==> src/rtl/rtc_regwin.sv <==
module rtc_regwin #(
  parameter int          AW         = 3,
  parameter logic [7:0]  KEY_FIRST  = 8'h55,
  parameter logic [7:0]  KEY_SECOND = 8'hAA
) (
  input  logic          clk,
  input  logic          rst_n,
  input  logic [AW-1:0] bus_addr,
  input  logic          bus_wr,
  input  logic          bus_rd,
  input  logic [1:0]    bus_be,
  input  logic [15:0]   bus_wdata,
  output logic [15:0]   bus_rdata,
  input  logic [55:0]   tk_vals,
  output logic [6:0]    tk_we,
  input  logic [47:0]   al_vals,
  output logic [5:0]    al_we,
  output logic          run_en,
  output logic          wr_en
);
  localparam logic [AW-1:0] A_CTRL  = AW'(0);
  localparam logic [AW-1:0] A_ALCFG = AW'(1);
  localparam logic [AW-1:0] A_CWIN  = AW'(2);
  localparam logic [AW-1:0] A_AWIN  = AW'(3);
  localparam logic [AW-1:0] A_KEY   = AW'(4);
  localparam logic [55:0]   FLD_MASK = {8'hFF, 8'h1F, 8'h3F, 8'h07, 8'h3F, 8'h7F, 8'h7F};

  typedef enum logic [1:0] {K_IDLE, K_HALF, K_ARMED} key_t;

  logic [1:0] cptr, aptr;
  key_t       kst, kst_nx;
  logic [7:0] c_hi, c_lo, a_hi, a_lo;

  wire wr_hi       = bus_wr & bus_be[1];
  wire wr_lo       = bus_wr & bus_be[0];
  wire ctrl_hi_wr  = wr_hi && bus_addr == A_CTRL;
  wire alcfg_hi_wr = wr_hi && bus_addr == A_ALCFG;
  wire key_wr      = wr_lo && bus_addr == A_KEY;
  wire c_acc       = bus_addr == A_CWIN && (wr_hi || (bus_rd && !bus_wr));
  wire a_acc       = bus_addr == A_AWIN && (wr_hi || (bus_rd && !bus_wr));

  function automatic logic [7:0] fld(input logic [55:0] v, input logic [2:0] i);
    fld = v[i*8 +: 8] & FLD_MASK[i*8 +: 8];
  endfunction

  always_comb begin
    c_lo = fld(tk_vals, {cptr, 1'b0});
    c_hi = (cptr == 2'd3) ? 8'h00 : fld(tk_vals, {cptr, 1'b1});
    a_lo = (aptr == 2'd3) ? 8'h00 : fld({8'h00, al_vals}, {aptr, 1'b0});
    a_hi = (aptr == 2'd3) ? 8'h00 : fld({8'h00, al_vals}, {aptr, 1'b1});
  end

  always_comb begin
    bus_rdata = '0;
    if (bus_rd) begin
      case (bus_addr)
        A_CTRL:  bus_rdata = {run_en, 1'b0, wr_en, 3'b000, cptr, 8'h00};
        A_ALCFG: bus_rdata = {6'b0, aptr, 8'h00};
        A_CWIN:  bus_rdata = {c_hi, c_lo};
        A_AWIN:  bus_rdata = {a_hi, a_lo};
        default: bus_rdata = '0;
      endcase
    end
  end

  always_comb begin
    tk_we = '0;
    al_we = '0;
    if (wr_en && bus_addr == A_CWIN) begin
      if (wr_lo)                  tk_we[{cptr, 1'b0}] = 1'b1;
      if (wr_hi && cptr != 2'd3)  tk_we[{cptr, 1'b1}] = 1'b1;
    end
    if (bus_addr == A_AWIN && aptr != 2'd3) begin
      if (wr_lo) al_we[{aptr, 1'b0}] = 1'b1;
      if (wr_hi) al_we[{aptr, 1'b1}] = 1'b1;
    end
  end

  always_comb begin
    kst_nx = K_IDLE;
    if (key_wr) begin
      if (bus_wdata[7:0] == KEY_FIRST)                         kst_nx = K_HALF;
      else if (bus_wdata[7:0] == KEY_SECOND && kst == K_HALF)  kst_nx = K_ARMED;
    end
  end

  always_ff @(posedge clk or negedge rst_n) begin
    if (!rst_n) begin
      cptr   <= '0;
      aptr   <= '0;
      run_en <= 1'b0;
      wr_en  <= 1'b0;
      kst    <= K_IDLE;
    end else begin
      kst <= kst_nx;
      if (ctrl_hi_wr) begin
        cptr <= bus_wdata[9:8];
        if (wr_en) run_en <= bus_wdata[15];
        if (!bus_wdata[13])      wr_en <= 1'b0;
        else if (kst == K_ARMED) wr_en <= 1'b1;
      end else if (c_acc && cptr != 2'd0) begin
        cptr <= cptr - 2'd1;
      end
      if (alcfg_hi_wr)                  aptr <= bus_wdata[9:8];
      else if (a_acc && aptr != 2'd0)   aptr <= aptr - 2'd1;
    end
  end


  cptr_step_chk: assert property (@(posedge clk) disable iff (!rst_n)
    (c_acc && !ctrl_hi_wr && cptr != 2'd0) |=> cptr == $past(cptr) - 2'd1);

  aptr_sat_chk: assert property (@(posedge clk) disable iff (!rst_n)
    (aptr == 2'd0 && !alcfg_hi_wr) |=> aptr == 2'd0);

  wren_key_chk: assert property (@(posedge clk) disable iff (!rst_n)
    $rose(wr_en) |-> $past(kst) == K_ARMED);

  run_lock_chk: assert property (@(posedge clk) disable iff (!rst_n)
    (ctrl_hi_wr && !wr_en) |=> $stable(run_en));

  wren_clear_chk: assert property (@(posedge clk) disable iff (!rst_n)
    (ctrl_hi_wr && !bus_wdata[13]) |=> !wr_en);

  strobe_count_chk: assert property (@(posedge clk) disable iff (!rst_n)
    $countones(tk_we) <= 2 && $countones(al_we) <= 2);

  key_read_chk: assert property (@(posedge clk) disable iff (!rst_n)
    (bus_rd && bus_addr == A_KEY) |-> bus_rdata == 16'h0000);
endmodule

==> config.mk <==
export PLATFORM = sky130hd
export DESIGN_NAME = rtc_regwin
export DESIGN_NICKNAME = d
export VERILOG_FILES = /design/src/rtl/rtc_regwin.sv
export SDC_FILE = /design/constraint.sdc
export NUM_CORES = 1
export LEC_CHECK = 0
export BUFFER_PORTS_ARGS = -buffer_cell sky130_fd_sc_hd__buf_2
export CORE_MARGIN = 4
export CORE_UTILIZATION = 41
export CTS_BUF_LIST = sky130_fd_sc_hd__clkbuf_16
export DETAILED_ROUTE_END_ITERATION = 7
export PLACE_DENSITY_LB_ADDON = 0.12
export SYNTH_ARGS = -nofsm -noshare
export SYNTH_HDL_FRONTEND = slang
export SYNTH_SLANG_ARGS = --single-unit
==> constraint.sdc <==
create_clock -name clk -period 3.9 [get_ports clk]
set_input_delay 0.78 -clock clk [delete_from_list [all_inputs] [get_ports clk]]
set_output_delay 0.78 -clock clk [all_outputs]
set_load 0.05 [all_outputs]
Word-level counts from Yosys, hierarchy flattened
Cells that the tools add are included.
- bitwise gates (word level): 8
- mux-type cells: 30
- equal/unequal tests: 13
- reduce and logical (&&, ||, !) cells: 25
- shifts and indexed selects: 8
- order comparisons: 8
- add/subtract/negate cells: 2
- operators with widths (kind ; count):
    $shiftx A56 B7 Y8 ; 4
    $shiftx A56 B7 Y8 const A ; 4
    $pmux W16 S4 ; 1
    $and A8 B8 Y8 ; 4
    $mux W7 ; 4
    $mux W8 ; 3
    $mux W6 ; 3
    $logic_and A1 B1 Y1 ; 16
    $lt A3 B4 Y1 const B ; 4
    $mux W16 ; 1
    $mux W2 ; 7
    $ge A3 B1 Y1 const B ; 4
    $demux W1 S2 ; 4
    $eq A8 B7 Y1 const B ; 1
    $eq A8 B8 Y1 const B ; 1
    $reduce_bool A2 Y1 ; 4
    $or A7 B6 Y7 ; 1
    $eq A2 B2 Y1 const B ; 3
    $eq A3 B2 Y1 const B ; 2
    $mux W1 ; 6
    $or A6 B6 Y6 ; 1
    $mux W5 ; 1
    $ne A2 B2 Y1 const B ; 2
    $reduce_and A2 Y1 ; 2
    9 further kinds ; 11
- word-level logic and storage cells: 99
- bits of input ports: 129
- output and inout port bits: 31
- bits in registers: 8

Depth between registers and ports, before layout
- depth in word-level cells: 9
- gate-level depth with buffers: 8
- mapped depth without buffers: 6

Worst setup path before layout
Ideal clock, no wire load.
- kind: input -> output
- from: input port bus_addr[2]
- to: output port bus_rdata[8]
- arrival time: 3.083 ns
- stages: 4
- data required time: 3.120 ns
- buffers on the path: 2
- setup slack: 0.037 ns
- cell sequence: buf_2 nand2b_1 clkbuf_1 o311ai_0
- longest elaborated chain between the ends: 3
- elaborated cells on any way between the ends: 6
- those cells by class: eq/ne: 3; mux: 2; reduce/logical: 1
- RTL lines (item ; line ; RTL):
    start, declared ; 8 ; input logic [AW-1:0] bus_addr,
    $eq A3 B2 Y1, or another cell as far along ; 56 ; case (bus_addr)
    $pmux W16 S4 (*) ; 56 ;
    $mux W16 (*) ; 55 ; if (bus_rd) begin
    end, declared ; 13 ; output logic [15:0] bus_rdata,
Mark *: on every way between the ends. The rest lies on a longest branch, timed or not.

Worst setup path after layout
- from: register cptr[1]
- to: output port bus_rdata[13]
- longest elaborated chain between the ends: 5
- elaborated cells on any way between the ends: 7
- those cells by class: eq/ne: 1; shift: 2; mux: 3; bitwise: 1
- RTL lines (item ; line ; RTL):
    start, declared ; 30 ; logic [1:0] cptr, aptr;
    start signal, assigned ; 97 ; cptr <= bus_wdata[9:8];
    start signal, assigned ; 102 ; cptr <= cptr - 2'd1;
    $shiftx A56 B7 Y8 ; 43 ; fld = v[i*8 +: 8] & FLD_MASK[i*8 +: 8];
    $and A8 B8 Y8 ; 43 ;
    $mux W8 (*) ; 48 ; c_hi = (cptr == 2'd3) ? 8'h00 : fld(tk_vals, {cptr, 1'b1});
    $pmux W16 S4 (*) ; 56 ;
    $mux W16 (*) ; 55 ;
Marked as above.

==> flow_summary.json <==
{
  "run_status": "finished, final reports clean",
  "yosysWarningCount": 0,
  "remaining_drc_errors": 0,
  "insertion_delay_to_the_later_sink_of_the_worst_skew_pair_ns": 0.23,
  "grtUsageTotal_pct": 21.89,
  "cts.repair_timing.setup_buffer_count": 0,
  "timing.reg2reg.worst_path_depth": 5,
  "inserted_diodes": 0,
  "critical_path_class": "reg -> out",
  "rsz0062_at_grt": "no",
  "finalSetupViolCount": 0,
  "finalWorstSetupSlack_ns": 0.6324,
  "synth_sequential_area_ratio_pct": 11.80,
  "fmaxAchievable_mhz": 306.0,
  "num_vias": 2102,
  "clockRootBuffer": "clkbuf_16",
  "coreArea_um2": 4000,
  "antenna_violations_before_repair": 0,
  "postSynthCellCount": 213,
  "slew_violations": 0,
  "post_synth_num_cell_types": 40,
  "cts_resized": 0,
  "cts-hold-fix-buffers": 0,
  "critPathArrivalTime_ns": 2.49,
  "power_mw": 1.052,
  "dp_hpwl_um": 5108,
  "synth_most_common_cell": "nor2_1",
  "end_kind": "output port",
  "drt_pass1_iterations": 5,
  "startpoint_type": "register",
  "drive_above_1_share_pct": 48.01,
  "numCtsBuffers": 3,
  "gr-total-overflow": 0,
  "dp.cells": 399,
  "postSynthAreaPerCell_um2": 7.965,
  "postSynth.asyncResetShare_pct": 100.0,
  "clock_tree_skew_after_final_layout_ns": 0.003299,
  "max-clock-path-buffers": 2,
  "dp_worst_setup_slack_ns": 0.7802,
  "power_frac_seq_pct": 21.3,
  "final_antenna_net_count": 0,
  "timing.max_slew.rel_slack_pct": 35.59,
  "synth.top_cells.by_count": "nor2_1 (29), mux2i_1 (25), nand2_1 (20), o21ai_0 (14), and2_1 (12)",
  "cts_num_sinks": 8,
  "synth.ff_latch_count": 8,
  "synth_edf_count": 0,
  "worstSetupStartpoint": "cptr[1]",
  "io_pins": 160,
  "peakVddDrop_uv": 305.3,
  "drt-initial-drc-count": 58,
  "detail_route.wirelength_um": 6085,
  "buffer_ports.inserted": 146,
  "max_slew.worst_pin.slew_ns": 0.9661,
  "critical_path_peak_fanout": 21,
  "number_of_global_route_vias_before_repair": 2096,
  "cp_data_required_time_ns": 3.12,
  "nFillCells": 395,
  "layout.cell_area.non_filler_um2": 2524,
  "power.share.clock_pct": 16.6,
  "setup.reg_to_reg.worst_slack_ns": 1.53,
  "timing.hold.worst.class": "in -> async",
  "design.die.area_um2": 5232,
  "grt_pass1_wl_um": 9232,
  "drv_cap": 0,
  "area.growth.synth_to_final_pct": 48.75,
  "number_of_h_tree_levels": 1,
  "yosys_most_used_dff": "dfrtp_1",
  "vias_per_cell": 5.229,
  "finalWeightedCongestion": 0.7900,
  "dpl_cell_area_um2": 2449,
  "final_critical_path_share_of_the_clock_period_pct": 83.78,
  "floorplan.die.width_um": 72.33,
  "mappedNetlistNets": 352,
  "multiInputGateArea_um2": 1399,
  "cts.clk_slew.worst_paths_ns": 0.04,
  "fin_tns_setup_ns": 0,
  "final_hold_viol_count": 0,
  "nets": 493,
  "power_density_nw_per_um2": 416.7,
  "fin_cells": 402,
  "cts_tree": "yes",
  "critPathCapture": "bus_rdata[13]",
  "worst_r2r_endpoint": "aptr[1]",
  "synth_top_area_cell": "mux2i_1",
  "syn_area_um2": 1697,
  "share_comb_of_total_power_pct": 62.1,
  "sequential_cell_area_um2": 200.2,
  "switching_fraction_pct": 45.64,
  "internal_power_uw": 571.8,
  "yosysTopAreaCellShare_pct": 14.75,
  "fp-row-count": 23,
  "pin_count_of_the_biggest_net_entering_global_routing": 23,
  "wl_cell_um": 15.14,
  "starting_density_of_the_core_pct": 42.41,
  "power.switching_uw": 480.0,
  "leakagePower_nw": 1.318,
  "synth_area_leaders": "mux2i_1 (15%), dfrtp_1 (12%), mux4_2 (11%)",
  "timing.final.crit_period_ns": 3.268,
  "rr_startpoint": "aptr[0]",
  "die_h_um": 72.33
}
-- power groups by stage --
stage / Sequential, mW / Combinational (mW) / Clock, mW
floorplan: 0.129 / 0.570 / 0
global placement: 0.222 / 0.641 / 0
detailed placement: 0.225 / 0.649 / 0
CTS: 0.223 / 0.655 / 0.176
global route: 0.232 / 0.717 / 0.182
finish: 0.224 / 0.654 / 0.175
-- logic make-up (layout without fill, tap and decap cells) --
| group | Yosys count | count (layout) | share of synthesized area [%] |
|---|---|---|---|
| compound gates | 40 | 40 | 15.19 |
| xor+xnor | 2 | 2 | 1.033 |
| fa+ha+maj | 10 | 10 | 7.375 |
| buf+inv | 21 | 160 | 5.753 |
| flops | 8 | 8 | 11.80 |
| mux | 37 | 37 | 28.02 |
| simple gates | 95 | 95 | 30.83 |
-- flip-flops by register name, indices dropped and copies added (netlist names) --
| register | count |
|---|---|
| aptr | 2 |
| cptr | 2 |
| kst | 2 |
| run_en | 1 |
| wr_en | 1 |
-- worst max-delay path, stage by stage, from the launching register on --
cell	delay [ns]
dfrtp_1	0.71
inv_1	0.26
ha_1	0.30
nor3b_1	0.30
o21ai_0	0.19
a31oi_1	0.20
buf_2	0.29
-- per-layer routing --
metal / wire (µm) / GRT usage, % / vias to the layer above
met4: 40 / 3.549 / 0
met2: 2976 / 38.83 / 98
met5: 0 / 0 / -
met1: 2528 / 27.99 / 940
met3: 540 / 3.878 / 4
li1: - / - / 1060
-- cell type report --
| cell class | instances | share of cell area, % |
|---|---|---|
| inverter | 7 | 1.041 |
| sequential | 8 | 7.933 |
| multi-input combinational | 184 | 55.43 |
| tap | 50 | 2.479 |
| timing repair buffer | 150 | 30.14 |
| clock buffer | 3 | 2.975 |
-- through the flow --
step           util, %  hold slack (ns)
5_1_grt          63.09           0.3966
3_5_place_dp     61.21           0.5266
4_1_cts          63.09           0.3884
2_1_floorplan        -           0.4844
3_3_place_gp     61.21           0.5157
6_report         63.09           0.3814
-- layout by cell type (no fill, tap or decap), types with 2 or more instances in the layout --
master / instances
a21oi_1: 8
a22oi_1: 2
a31oi_1: 2
a32oi_1: 2
and2_0: 7
and2_1: 12
buf_2: 146
buf_4: 4
clkbuf_16: 3
dfrtp_1: 8
ha_1: 10
inv_1: 7
mux2_2: 4
mux2i_1: 25
mux4_2: 8
nand2_1: 20
nand2b_1: 2
nor2_1: 29
nor2b_1: 3
nor3_1: 3
nor3b_1: 2
nor4_1: 3
nor4bb_1: 4
o21ai_0: 14
o2bb2ai_1: 8
o311ai_0: 2
xnor2_1: 2
-- worst min-delay path by stage --
stage	startpoint	end	slack, ns	cells past startpoint
after floorplan	rst_n	aptr[0]	0.48	0
after global placement	kst[1]	kst[1]	0.52	2
after detailed placement	kst[1]	kst[1]	0.53	2
after CTS	rst_n	run_en	0.39	1
after global routing	rst_n	aptr[0]	0.40	1
final	rst_n	aptr[0]	0.38	1
Power figures use the tool's default switching activity.
